**config.mk**
```make
export PLATFORM = sky130hd
export DESIGN_NAME = i2c_baud_gen
export DESIGN_NICKNAME = d
export VERILOG_FILES = /design/src/rtl/i2c_bg_pkg.sv /design/src/rtl/i2c_bg_sync.sv /design/src/rtl/i2c_bg_div_norm.sv /design/src/rtl/i2c_bg_cmd_dec.sv /design/src/rtl/i2c_baud_gen.sv
export SDC_FILE = /design/constraint.sdc
export NUM_CORES = 1
export LEC_CHECK = 0
export ABC_CLOCK_PERIOD_IN_PS = 3100
export BUFFER_PORTS_ARGS = -buffer_cell sky130_fd_sc_hd__buf_2
export CAP_MARGIN = 5
export CELL_PAD_IN_SITES_DETAIL_PLACEMENT = 0
export CELL_PAD_IN_SITES_GLOBAL_PLACEMENT = 1
export CORE_ASPECT_RATIO = 1.25
export CORE_MARGIN = 4
export CORE_UTILIZATION = 40
export CTS_BUF_LIST = sky130_fd_sc_hd__clkbuf_16
export DETAILED_ROUTE_END_ITERATION = 10
export PLACE_DENSITY = 0.83
export SYNTH_ARGS = -nofsm -noshare
export SYNTH_HDL_FRONTEND = slang
export SYNTH_SLANG_ARGS = --single-unit
```
**constraint.sdc**
```tcl
create_clock -name clk -period 3.1 [get_ports clk]
set_input_delay 0.155 -clock clk [delete_from_list [all_inputs] [get_ports clk]]
set_output_delay 0.155 -clock clk [all_outputs]
set_load 0.01 [all_outputs]
```
**src/rtl/i2c_bg_pkg.sv**
```systemverilog
package i2c_bg_pkg;

    // Command chosen for the current clock after priority resolution.
    typedef enum logic [1:0] {
        CMD_NONE    = 2'd0,
        CMD_RUN     = 2'd1,
        CMD_SUSPEND = 2'd2,
        CMD_RELOAD  = 2'd3
    } bg_cmd_e;

endpackage

```
**src/rtl/i2c_bg_sync.sv**
```systemverilog
module i2c_bg_sync #(
    parameter int   STAGES  = 2,
    parameter logic RST_VAL = 1'b1
) (
    input  logic clk,
    input  logic rst,
    input  logic d_i,
    output logic q_o
);
    logic [STAGES-1:0] sh_d;
    logic [STAGES-1:0] sh_q;

    assign sh_d[0] = d_i;

    generate
        for (genvar i = 1; i < STAGES; i++) begin : g_stage
            assign sh_d[i] = sh_q[i-1];
        end
    endgenerate

    always_ff @(posedge clk) begin
        if (rst) sh_q <= {STAGES{RST_VAL}};
        else     sh_q <= sh_d;
    end

    assign q_o = sh_q[STAGES-1];
endmodule

```
**src/rtl/i2c_bg_div_norm.sv**
```systemverilog
module i2c_bg_div_norm #(
    parameter int DIV_W = 7
) (
    input  logic [DIV_W-1:0] divisor_i,
    output logic [DIV_W-1:0] reload_o
);
    localparam logic [DIV_W-1:0] MIN_PERIOD = DIV_W'(1);

    always_comb begin
        reload_o = divisor_i;
        if (divisor_i == '0) reload_o = MIN_PERIOD;
    end
endmodule

```
**src/rtl/i2c_bg_cmd_dec.sv**
```systemverilog
module i2c_bg_cmd_dec
    import i2c_bg_pkg::*;
(
    input  logic    run_i,
    input  logic    reload_i,
    input  logic    suspend_i,
    output bg_cmd_e cmd_o
);
    always_comb begin
        cmd_o = CMD_NONE;
        if (reload_i)       cmd_o = CMD_RELOAD;
        else if (suspend_i) cmd_o = CMD_SUSPEND;
        else if (run_i)     cmd_o = CMD_RUN;
    end
endmodule

```
**src/rtl/i2c_baud_gen.sv**
```systemverilog
module i2c_baud_gen
    import i2c_bg_pkg::*;
#(
    parameter int DIV_W       = 7,
    parameter int SYNC_STAGES = 2
) (
    input  logic             clk,
    input  logic             rst,
    input  logic             phase_a_en,
    input  logic             phase_b_en,
    input  logic [DIV_W-1:0] divisor,
    input  logic             run_i,
    input  logic             reload_i,
    input  logic             suspend_i,
    input  logic             scl_released_i,
    input  logic             scl_pin_i,
    output logic             timeout_o,
    output logic [DIV_W-1:0] count_o
);
    localparam logic [DIV_W-1:0] LAST_STEP = DIV_W'(1);

    typedef struct packed {
        logic [DIV_W-1:0] count;
        logic             susp;
        logic             hold;
        logic             timeout;
    } bg_state_t;

    localparam bg_state_t RESET_STATE = '{count: '0, susp: 1'b1, hold: 1'b0, timeout: 1'b0};

    bg_state_t        st_d;
    bg_state_t        st_q;
    logic             scl_s;
    logic [DIV_W-1:0] reload_val;
    bg_cmd_e          cmd;
    logic             step;
    logic             expire;

    i2c_bg_sync #(.STAGES(SYNC_STAGES), .RST_VAL(1'b1)) u_sync (
        .clk (clk),
        .rst (rst),
        .d_i (scl_pin_i),
        .q_o (scl_s)
    );

    i2c_bg_div_norm #(.DIV_W(DIV_W)) u_norm (
        .divisor_i (divisor),
        .reload_o  (reload_val)
    );

    i2c_bg_cmd_dec u_cmd (
        .run_i     (run_i),
        .reload_i  (reload_i),
        .suspend_i (suspend_i),
        .cmd_o     (cmd)
    );

    assign step   = phase_a_en | phase_b_en;
    assign expire = (st_q.count <= LAST_STEP);

    always_comb begin
        st_d         = st_q;
        st_d.timeout = 1'b0;
        unique case (cmd)
            CMD_RELOAD: begin
                st_d.count = reload_val;
                st_d.susp  = 1'b0;
                st_d.hold  = 1'b0;
            end
            CMD_SUSPEND: st_d.susp = 1'b1;
            CMD_RUN:     st_d.susp = 1'b0;
            default: begin
                if (!st_q.susp && step) begin
                    if (st_q.hold) begin
                        // Waiting for another device to let SCL go high.
                        if (scl_s) begin
                            st_d.count   = reload_val;
                            st_d.hold    = 1'b0;
                            st_d.timeout = 1'b1;
                        end
                    end else if (!expire) begin
                        st_d.count = st_q.count - LAST_STEP;
                    end else if (scl_released_i && !scl_s) begin
                        st_d.count = '0;
                        st_d.hold  = 1'b1;
                    end else begin
                        st_d.count   = reload_val;
                        st_d.timeout = 1'b1;
                    end
                end
            end
        endcase
        if (rst) st_d = RESET_STATE;
    end

    always_ff @(posedge clk) begin
        st_q <= st_d;
    end

    assign timeout_o = st_q.timeout;
    assign count_o   = st_q.count;
endmodule

```
==> results of run 1 <==
[routing by layer]
layer	wire length (um)	up-vias	track usage
met5	0	-	0
met4	47	0	0.103
met3	150	5	0.0467
met2	929	34	0.250
met1	851	362	0.173
li1	-	405	-
[where the power goes]
group | switching (uW) | internal (uW) | total (uW)
combinational | 112 | 92.9 | 205
sequential | 29.7 | 173 | 202
clock | 71.2 | 170 | 241
total | 213 | 436 | 648
[synth_stat cells (3+ instances only)]
master / number / area, um^2
a21oi_1: 5 / 25.0
buf_4: 7 / 52.6
dfxtp_1: 12 / 240
ha_1: 4 / 50.1
inv_1: 10 / 37.5
nand2_1: 3 / 11.3
nor2_1: 12 / 45.0
nor3_1: 3 / 15.0
o21ai_0: 3 / 15.0
or2_2: 3 / 18.8
[registers in the layout, summed over array words and instances (netlist names)]
name / cells
count_o: 7
st_q: 2
timeout_o: 1
u_sync.sh_q: 2
[cell families (layout without fill, tap and decap cells)]
kind of cell             after synthesis  after routing  synth area share
flip-flops                            12             12             0.274
AO/OA/AOI/OAI                         27             27             0.246
multiplexers                           1              1            0.0114
adder cells (fa/ha/maj)                4              4            0.0570
AND/OR/NAND/NOR                       40             40             0.288
buffers and inverters                 20             37             0.124
[worst max path at each step]
stage / startpoint / cells after the start / end
after floorplan: suspend_i / 6 / count_o[1]$_SDFFE_PP0P_
after global placement: suspend_i / 8 / count_o[3]$_SDFFE_PP0P_
after detailed placement: suspend_i / 8 / count_o[3]$_SDFFE_PP0P_
after CTS: suspend_i / 8 / count_o[3]$_SDFFE_PP0P_
after global routing: suspend_i / 8 / count_o[3]$_SDFFE_PP0P_
final: suspend_i / 8 / count_o[3]$_SDFFE_PP0P_
[through the flow]
step	util	cell area (um^2)
after global placement	0.467	947
after detailed placement	0.467	947
after floorplan	-	878
final	0.506	1030
after CTS	0.506	1030
after global routing	0.506	1030
[cells in the final DEF, fill, tap and decap left out, types with 2 or more instances in the layout]
cell type  synthesis  final
nand2_1            3      3
buf_2              0     23
a31oi_1            2      2
dfxtp_1           12     12
o21bai_1           2      2
o21ai_0            3      3
ha_1               4      4
a21oi_1            5      5
clkbuf_16          0      3
inv_1             10     10
nor4b_1            2      2
or2_2              3      3
nor3_1             3      3
o2111ai_1          2      2
nor2_1            12     12
a32oi_1            2      2
[final cells by class]
class                   count  area, um^2
well taps                  20        25.0
clock buffers               3        75.1
multi-input cells          72         529
fillers                   206        1000
flip-flops and latches     12         240
repair buffers             23         115
inverters                  10        37.5
clock inverters             1        3.75
==> results.py, run 1 <==
metrics = {
    "synthesis": {
        "ys_dominant_reg_cell": "dfxtp_1",
        "synthesis.area_um2": 878,
        "synth_seq_cells": 12,
        "syn-instance-count": 104,
        "syn_nets": 124,
        "async_flop_share": 0,
        "synth_warnings": 0,
        "ys_types": 46,
        "avgSynthCellArea_um2": 8.45,
        "synth_edf_count": 0,
        "seq_area_frac_synth": 0.274,
    },
    "route": {
        "first_iter_violations": 21,
        "avgViaCountPerCell": 5.72,
        "vias": 806,
        "antenna_left": 0,
        "dr.pass1.iters": 4,
        "routedWlPerCell_um": 14.0,
        "wl_um": 1980,
        "drc": 0,
    },
    "job": {
        "drv_cap": 0,
    },
    "grt": {
        "grt_usage": 0.153,
        "grt_pass1_vias": 757,
        "grt_pass1_wl_um": 3410,
        "overflow": 0,
        "grt_max_degree": 17,
        "antenna_found_initial": 0,
    },
    "timing": {
        "fmaxAchievable_mhz": 558,
        "fin_crit_sh": 0.578,
        "hold_viol": 0,
        "setup_viol": 0,
        "slew_headroom": 0.612,
        "min_period_ns": 1.79,
        "finClkSkew_ns": 0.00285,
        "setup_ws_ns": 1.31,
        "worst_pin_slew_ns": 0.581,
        "whs_ns": 0.0942,
        "rsz0062_at_grt": "false",
        "tns_ns": 0,
        "drv_slew": 0,
    },
    "worst_hold_path": {
        "min_path_cells": 2,
        "hold_class": "in2reg",
        "min_to": "u_sync.sh_q[0]$_SDFF_PP1_",
        "hold_start": "scl_pin_i",
    },
    "critical_path": {
        "path_buf_inv": 2,
        "startpoint_type": "input pin",
        "slowest_delay_ns": 0.50,
        "reg2reg_slack_ns": 1.34,
        "crit_family": "simple AND/OR/NAND/NOR gates",
        "r2r.worst_path.cells": 7,
        "path_cells": "buf_2 -> or2_2 -> inv_1 -> ha_1 -> a211oi_4 -> nor3b_2 -> nand2_1 -> o311ai_1",
        "cp_max_fo": 14,
        "arrival_ns": 1.94,
        "r2r-start": "count_o[1]$_SDFFE_PP0P_",
        "path_class": "in2reg",
        "endpoint_kind": "flop",
        "cp_data_required_time_ns": 3.25,
        "cp_slowest_cell": "a211oi_4",
        "reg2reg_to": "count_o[2]$_SDFFE_PP0P_",
    },
    "power": {
        "power_uw": 648,
        "peakVddDrop_uv": 256,
        "leakage_uw": 0.000443,
        "power-per-cell-area_nw_per_um2": 632,
    },
    "clocking": {
        "post_cts_buffers": 0,
        "clkLatencyLatePin_ns": 0.24,
        "cts_sinks": 12,
        "path_clk_slew_ns": 0.05,
        "cts-root-buf": "clkbuf_16",
        "cts_tree": "built",
        "cts.htree.levels": 1,
        "cts_resized": 0,
        "cts_inserted_buffers": 3,
        "hold_buffers": 0,
        "clockBufferDepth": 2,
    },
    "final_layout": {
        "diodes": 0,
        "fin_cells": 141,
        "drive_gt1_frac": 0.322,
        "syn_to_final_growth_pct": 16.8,
        "finalNetCount": 142,
    },
    "floorplan": {
        "initial_utilization": 0.433,
        "dieArea_um2": 3010,
        "fp.dieW_um": 49.9,
        "placementRows": 18,
        "core_area_um2": 2030,
        "ios": 24,
        "die_h_um": 60.4,
    },
    "place": {
        "place_ws_ns": 1.06,
        "port_buffers": 23,
        "dp_hpwl_um": 1490,
        "finalWeightedCongestion": 0.807,
        "placed_cells": 137,
    },
    "status": {
        "status": "completed",
    },
}
(Power assumes the default switching activity.)
==> inputs of run 2 (changes only) <==
--- a/config.mk
+++ b/config.mk
@@ -5,17 +5,18 @@
 export SDC_FILE = /design/constraint.sdc
 export NUM_CORES = 1
 export LEC_CHECK = 0
-export ABC_CLOCK_PERIOD_IN_PS = 3100
+export ABC_AREA = 1
+export ABC_CLOCK_PERIOD_IN_PS = 1480
 export BUFFER_PORTS_ARGS = -buffer_cell sky130_fd_sc_hd__buf_2
 export CAP_MARGIN = 5
 export CELL_PAD_IN_SITES_DETAIL_PLACEMENT = 0
 export CELL_PAD_IN_SITES_GLOBAL_PLACEMENT = 1
 export CORE_ASPECT_RATIO = 1.25
 export CORE_MARGIN = 4
-export CORE_UTILIZATION = 40
+export CORE_UTILIZATION = 32
 export CTS_BUF_LIST = sky130_fd_sc_hd__clkbuf_16
 export DETAILED_ROUTE_END_ITERATION = 10
-export PLACE_DENSITY = 0.83
+export PLACE_DENSITY = 0.74
 export SYNTH_ARGS = -nofsm -noshare
 export SYNTH_HDL_FRONTEND = slang
 export SYNTH_SLANG_ARGS = --single-unit
==> constraint.sdc (replaced) <==
create_clock -name clk -period 1.48 [get_ports clk]
set_input_delay 0.074 -clock clk [delete_from_list [all_inputs] [get_ports clk]]
set_output_delay 0.074 -clock clk [all_outputs]
set_load 0.01 [all_outputs]
==> results.py, run 2 <==
metrics = {
    "status": {
        "status": "completed",
    },
    "critical_path": {
        "r2r-start": "count_o[1]$_SDFFE_PP0P_",
        "path_class": "reg2reg",
        "startpoint_type": "flop",
        "cp-startpoint": "count_o[1]$_SDFFE_PP0P_",
        "crit_end": "count_o[3]$_SDFFE_PP0P_",
        "arrival_ns": 1.53,
        "endpoint_kind": "flop",
        "cp_data_required_time_ns": 1.65,
        "r2r.worst_path.cells": 10,
        "cp_max_fo": 7,
        "reg2reg_slack_ns": 0.13,
        "reg2reg_to": "count_o[3]$_SDFFE_PP0P_",
    },
    "clocking": {
        "clkLatencyLatePin_ns": 0.24,
        "clockBufferDepth": 2,
        "path_clk_slew_ns": 0.04,
        "cts-root-buf": "clkbuf_16",
        "cts_sinks": 12,
        "post_cts_buffers": 0,
        "cts_tree": "built",
        "cts_inserted_buffers": 3,
        "cts.htree.levels": 1,
    },
    "route": {
        "avgViaCountPerCell": 4.67,
        "first_iter_violations": 16,
        "dr.pass1.iters": 4,
        "vias": 916,
        "antenna_left": 0,
        "wl_um": 2090,
        "drc": 0,
        "routedWlPerCell_um": 10.7,
    },
    "synthesis": {
        "synthesis.area_um2": 907,
        "ys_dominant_reg_cell": "dfxtp_1",
        "netlist.area_leader.share": 0.265,
        "synth_area_leaders": "dfxtp_1 26%, nand2_1 11%, inv_1 7.4%",
        "yosysMostFrequentCell": "nand2_1",
        "synth_seq_cells": 12,
        "async_flop_share": 0,
        "syn_nets": 157,
        "avgSynthCellArea_um2": 6.62,
        "syn-instance-count": 137,
        "synth_warnings": 0,
        "seq_area_frac_synth": 0.265,
        "synth_edf_count": 0,
        "yosysTopAreaCell": "dfxtp_1",
        "ys_types": 23,
        "synth_common_cells": "26 x nand2_1, 18 x inv_1, 18 x nor2_1",
    },
    "final_layout": {
        "multi_input_area_um2": 537,
        "layout_commonest_cell": "nand2_1",
        "seq_area_um2": 241,
        "syn_to_final_growth_pct": 25.5,
        "largest_reg_flops": 7,
        "layout_common_cells": "26 x nand2_1, 23 x buf_2, 18 x inv_1",
        "finalNetCount": 183,
        "final_util": 0.421,
        "nFillCells": 311,
        "drive_gt1_frac": 0.327,
        "diodes": 0,
    },
    "place": {
        "place_ws_ns": -0.114,
        "dp_hpwl_um": 1740,
        "port_buffers": 23,
        "finalWeightedCongestion": 0.780,
    },
    "floorplan": {
        "dieArea_um2": 3760,
        "fp.dieW_um": 55.6,
        "core_area_um2": 2710,
        "ios": 24,
        "initial_utilization": 0.335,
        "placementRows": 21,
        "die_h_um": 67.5,
    },
    "timing": {
        "rsz0062_at_grt": "false",
        "fmaxAchievable_mhz": 738,
        "setup_ws_ns": 0.126,
        "fin_crit_sh": 0.915,
        "slew_headroom": 0.798,
        "min_period_ns": 1.35,
        "finClkSkew_ns": 0.00172,
        "setup_viol": 0,
        "worst_pin_slew_ns": 0.302,
        "drv_slew": 0,
        "hold_viol": 0,
    },
    "grt": {
        "grt_usage": 0.119,
        "grt_pass1_wl_um": 3500,
        "overflow": 0,
        "grt_max_degree": 9,
        "antenna_found_initial": 0,
        "grt_pass1_vias": 819,
    },
    "worst_hold_path": {
        "hold_class": "in2reg",
        "min_path_cells": 2,
    },
    "power": {
        "peakVddDrop_uv": 564,
        "leakage_uw": 0.000591,
        "power-per-cell-area_nw_per_um2": 1230,
    },
    "job": {
        "drv_cap": 0,
    },
}
run 2: cell count changes after synthesis, sizes merged, moves of 3 or more:
cell,change
nor3,-3
a21oi,+6
nand4,+5
nor4,-3
o21ai,+4
a211oi,-3
nand3,+5
nor2,+11
inv,+11
nand2,+27
run 2: metrics by stage:
stage | cells | instance area (um^2) | setup TNS [ns] | power, uW | hold WS (ns)
global route | 196 | 1140 | 0 | 1510 | 0.0304
global placement | 192 | 1050 | -0.323 | 909 | 0.258
detailed placement | 192 | 1050 | -0.601 | 914 | 0.260
CTS | 196 | 1130 | 0 | 1420 | 0.0140
finish | 196 | 1140 | 0 | 1400 | 0.0165
floorplan | 137 | 907 | 0 | 797 | 0.153
run 2: how the worst min path moves through the flow:
stage | from | end
final | scl_pin_i | u_sync.sh_q[0]$_SDFF_PP1_
after detailed placement | scl_pin_i | u_sync.sh_q[0]$_SDFF_PP1_
after global placement | scl_pin_i | u_sync.sh_q[0]$_SDFF_PP1_
after floorplan | rst | st_q[1]$_SDFFE_PP0P_
after global routing | scl_pin_i | u_sync.sh_q[0]$_SDFF_PP1_
after CTS | scl_pin_i | u_sync.sh_q[0]$_SDFF_PP1_
run 2: cell families after synthesis:
group	synth area share
AND/OR/NAND/NOR	0.392
buffers and inverters	0.150
XOR/XNOR	0.00966
adder cells (fa/ha/maj)	0.0552
flip-flops	0.265
AO/OA/AOI/OAI	0.128
run 2: metal layers:
metal	wire length (um)	up-vias	GRT usage
met5	0	-	0
met4	25	0	0.0547
met3	151	4	0.0306
met2	1010	27	0.203
met1	908	403	0.140
li1	-	482	-
run 2: power breakdown:
part	total (uW)	internal [uW]	switching, uW
clock	492	355	136
combinational	509	204	305
sequential	403	358	44.5
run 2: layout make-up:
class	count	share of cell area
Clock buffer	3	0.0659
Clock inverter	1	0.00330
Inverter	21	0.0692
Multi-Input combinational cell	96	0.471
Sequential cell	12	0.212
Tap cell	34	0.0374
Timing Repair Buffer	29	0.141
run 2: timing repair:
item,4_1_cts,5_1_grt
hold buffers,0,0
endpoints found under the setup margin,0,5
gates resized for setup,0,4
hold endpoints to repair,0,0
run 2: worst max-delay path, cell delays in order (launching register included):
cell	delay (ns)
dfxtp_1	0.30
buf_4	0.14
nor2_2	0.13
nand2_1	0.09
inv_2	0.10
nand2_4	0.09
nand2_4	0.08
nand2_4	0.05
nand2_4	0.09
nand2_1	0.09
a21oi_2	0.13
==> inputs of run 3 (changes only) <==
--- a/config.mk
+++ b/config.mk
@@ -7,16 +7,16 @@
 export LEC_CHECK = 0
 export ABC_AREA = 1
 export ABC_CLOCK_PERIOD_IN_PS = 1480
-export BUFFER_PORTS_ARGS = -buffer_cell sky130_fd_sc_hd__buf_2
 export CAP_MARGIN = 5
 export CELL_PAD_IN_SITES_DETAIL_PLACEMENT = 0
 export CELL_PAD_IN_SITES_GLOBAL_PLACEMENT = 1
 export CORE_ASPECT_RATIO = 1.25
 export CORE_MARGIN = 4
-export CORE_UTILIZATION = 32
+export CORE_UTILIZATION = 38
 export CTS_BUF_LIST = sky130_fd_sc_hd__clkbuf_16
 export DETAILED_ROUTE_END_ITERATION = 10
-export PLACE_DENSITY = 0.74
+export DONT_BUFFER_PORTS = 1
+export PLACE_DENSITY = 0.73
 export SYNTH_ARGS = -nofsm -noshare
 export SYNTH_HDL_FRONTEND = slang
 export SYNTH_SLANG_ARGS = --single-unit
==> results.py, run 3 (synthesis gave the netlist of run 2 again) <==
metrics = {
    "status": {
        "status": "completed",
    },
    "route": {
        "routedWlPerCell_um": 12.7,
        "drc": 0,
        "vias": 899,
        "first_iter_violations": 17,
        "antenna_left": 0,
        "wl_um": 2340,
        "dr.pass1.iters": 4,
        "avgViaCountPerCell": 4.86,
    },
    "clocking": {
        "cts_tree": "built",
        "post_cts_buffers": 0,
        "cts-root-buf": "clkbuf_16",
        "path_clk_slew_ns": 0.04,
        "cts_sinks": 12,
        "cts.htree.levels": 1,
        "clockBufferDepth": 2,
        "clkLatencyLatePin_ns": 0.24,
        "cts_inserted_buffers": 3,
    },
    "power": {
        "leakage_uw": 0.000563,
        "peakVddDrop_uv": 858,
        "power-per-cell-area_nw_per_um2": 1230,
    },
    "final_layout": {
        "postLayoutCellArea_um2": 1160,
        "largest_reg_flops": 7,
        "syn_to_final_growth_pct": 27.9,
        "diodes": 0,
        "drive_gt1_frac": 0.253,
        "layout_commonest_cell": "nand2_1",
        "nFillCells": 245,
        "layout_common_cells": "25 x nand2_1, 18 x inv_1, 17 x nor2_1",
        "finalNetCount": 175,
        "fin_cells": 185,
    },
    "timing": {
        "fmaxAchievable_mhz": 729,
        "whs_ns": 0.0101,
        "min_period_ns": 1.37,
        "setup_viol": 0,
        "hold_viol": 0,
        "finClkSkew_ns": 0.000764,
        "worst_pin_slew_ns": 0.291,
        "fin_crit_sh": 0.927,
        "setup_ws_ns": 0.108,
        "rsz0062_at_grt": "true",
        "tns_ns": 0,
        "drv_slew": 0,
        "slew_headroom": 0.806,
    },
    "grt": {
        "overflow": 0,
        "met2_usage": 0.275,
        "grt.met1_usage": 0.194,
        "grt_pass1_wl_um": 4150,
        "antenna_found_initial": 0,
        "grt_pass1_vias": 962,
        "use_met3": 0.0382,
        "grt_max_degree": 9,
        "grt_usage": 0.164,
        "top_usage_layer": "met2",
    },
    "floorplan": {
        "placementRows": 19,
        "initial_utilization": 0.406,
        "fp.dieW_um": 51.7,
        "die_h_um": 62.6,
        "dieArea_um2": 3240,
        "core_area_um2": 2230,
        "ios": 24,
    },
    "place": {
        "dp_hpwl_um": 1850,
        "finalWeightedCongestion": 0.793,
        "place_ws_ns": -0.000343,
        "port_buffers": 0,
        "placed_area_um2": 993,
        "placed_cells": 174,
    },
    "critical_path": {
        "reg2reg_to": "count_o[5]$_SDFFE_PP0P_",
        "endpoint_kind": "flop",
        "arrival_ns": 1.54,
        "r2r.worst_path.cells": 10,
        "path_class": "reg2reg",
        "cp_data_required_time_ns": 1.65,
        "startpoint_type": "flop",
        "cp_max_fo": 7,
        "reg2reg_slack_ns": 0.11,
        "r2r-start": "count_o[1]$_SDFFE_PP0P_",
    },
    "worst_hold_path": {
        "min_path_cells": 2,
        "min_to": "count_o[5]$_SDFFE_PP0P_",
        "hold_start": "divisor[5]",
        "hold_class": "in2reg",
    },
    "job": {
        "drv_cap": 0,
    },
}
==> run 3: per-stage QoR <==
stage,power (uW),util
final,1430,0.519
after detailed placement,912,0.445
after global placement,907,0.445
after floorplan,797,-
after CTS,1430,0.511
after global routing,1540,0.519
==> run 3: timing repair <==
| action | 4_1_cts | 5_1_grt |
|---|---|---|
| hold endpoints to repair | 9 | 0 |
| gates resized for setup | 0 | 5 |
| hold buffers | 7 | 0 |
| setup endpoints to repair | 0 | 4 |
==> run 3: how the worst max path moves through the flow <==
| stage | from | endpoint |
|---|---|---|
| floorplan | run_i | count_o[1]$_SDFFE_PP0P_ |
| global placement | run_i | count_o[4]$_SDFFE_PP0P_ |
| detailed placement | run_i | count_o[6]$_SDFFE_PP0P_ |
| CTS | count_o[1]$_SDFFE_PP0P_ | count_o[5]$_SDFFE_PP0P_ |
| global route | count_o[1]$_SDFFE_PP0P_ | count_o[4]$_SDFFE_PP0P_ |
| finish | count_o[1]$_SDFFE_PP0P_ | count_o[5]$_SDFFE_PP0P_ |
==> run 3: per-layer routing <==
layer / vias up / wire [um] / share of wire
met4: 0 / 21 / 0.0090
met1: 418 / 995 / 0.42
met3: 2 / 98 / 0.042
met5: - / 0 / 0
met2: 16 / 1230 / 0.52
li1: 463 / - / -
==> run 3: critical path, cell delays in order, from the launching register on <==
cell and delay (ns):
dfxtp_1 0.31, inv_1 0.07, ha_1 0.14, inv_1 0.05
nor2_2 0.12, nand3_4 0.14, nand2_4 0.11, nand2_4 0.05
nand2_4 0.10, nand2_1 0.08, a21oi_2 0.13
==> run 3: power by group <==
group	leakage, uW	internal (uW)	total (uW)	switching [uW]
registers	0.0000990	357	392	35.1
logic	0.000425	222	547	325
clock network	0.0000385	355	492	137
total	0.000563	935	1430	497
==> run 3: area by class of cell <==
cell class,count,area (um^2),share of cell area
multi-input cells,96,548,0.472
flip-flops and latches,12,240,0.207
repair buffers,21,175,0.151
inverters,21,78.8,0.0680
clock buffers,3,75.1,0.0647
well taps,31,38.8,0.0334
clock inverters,1,3.75,0.00324
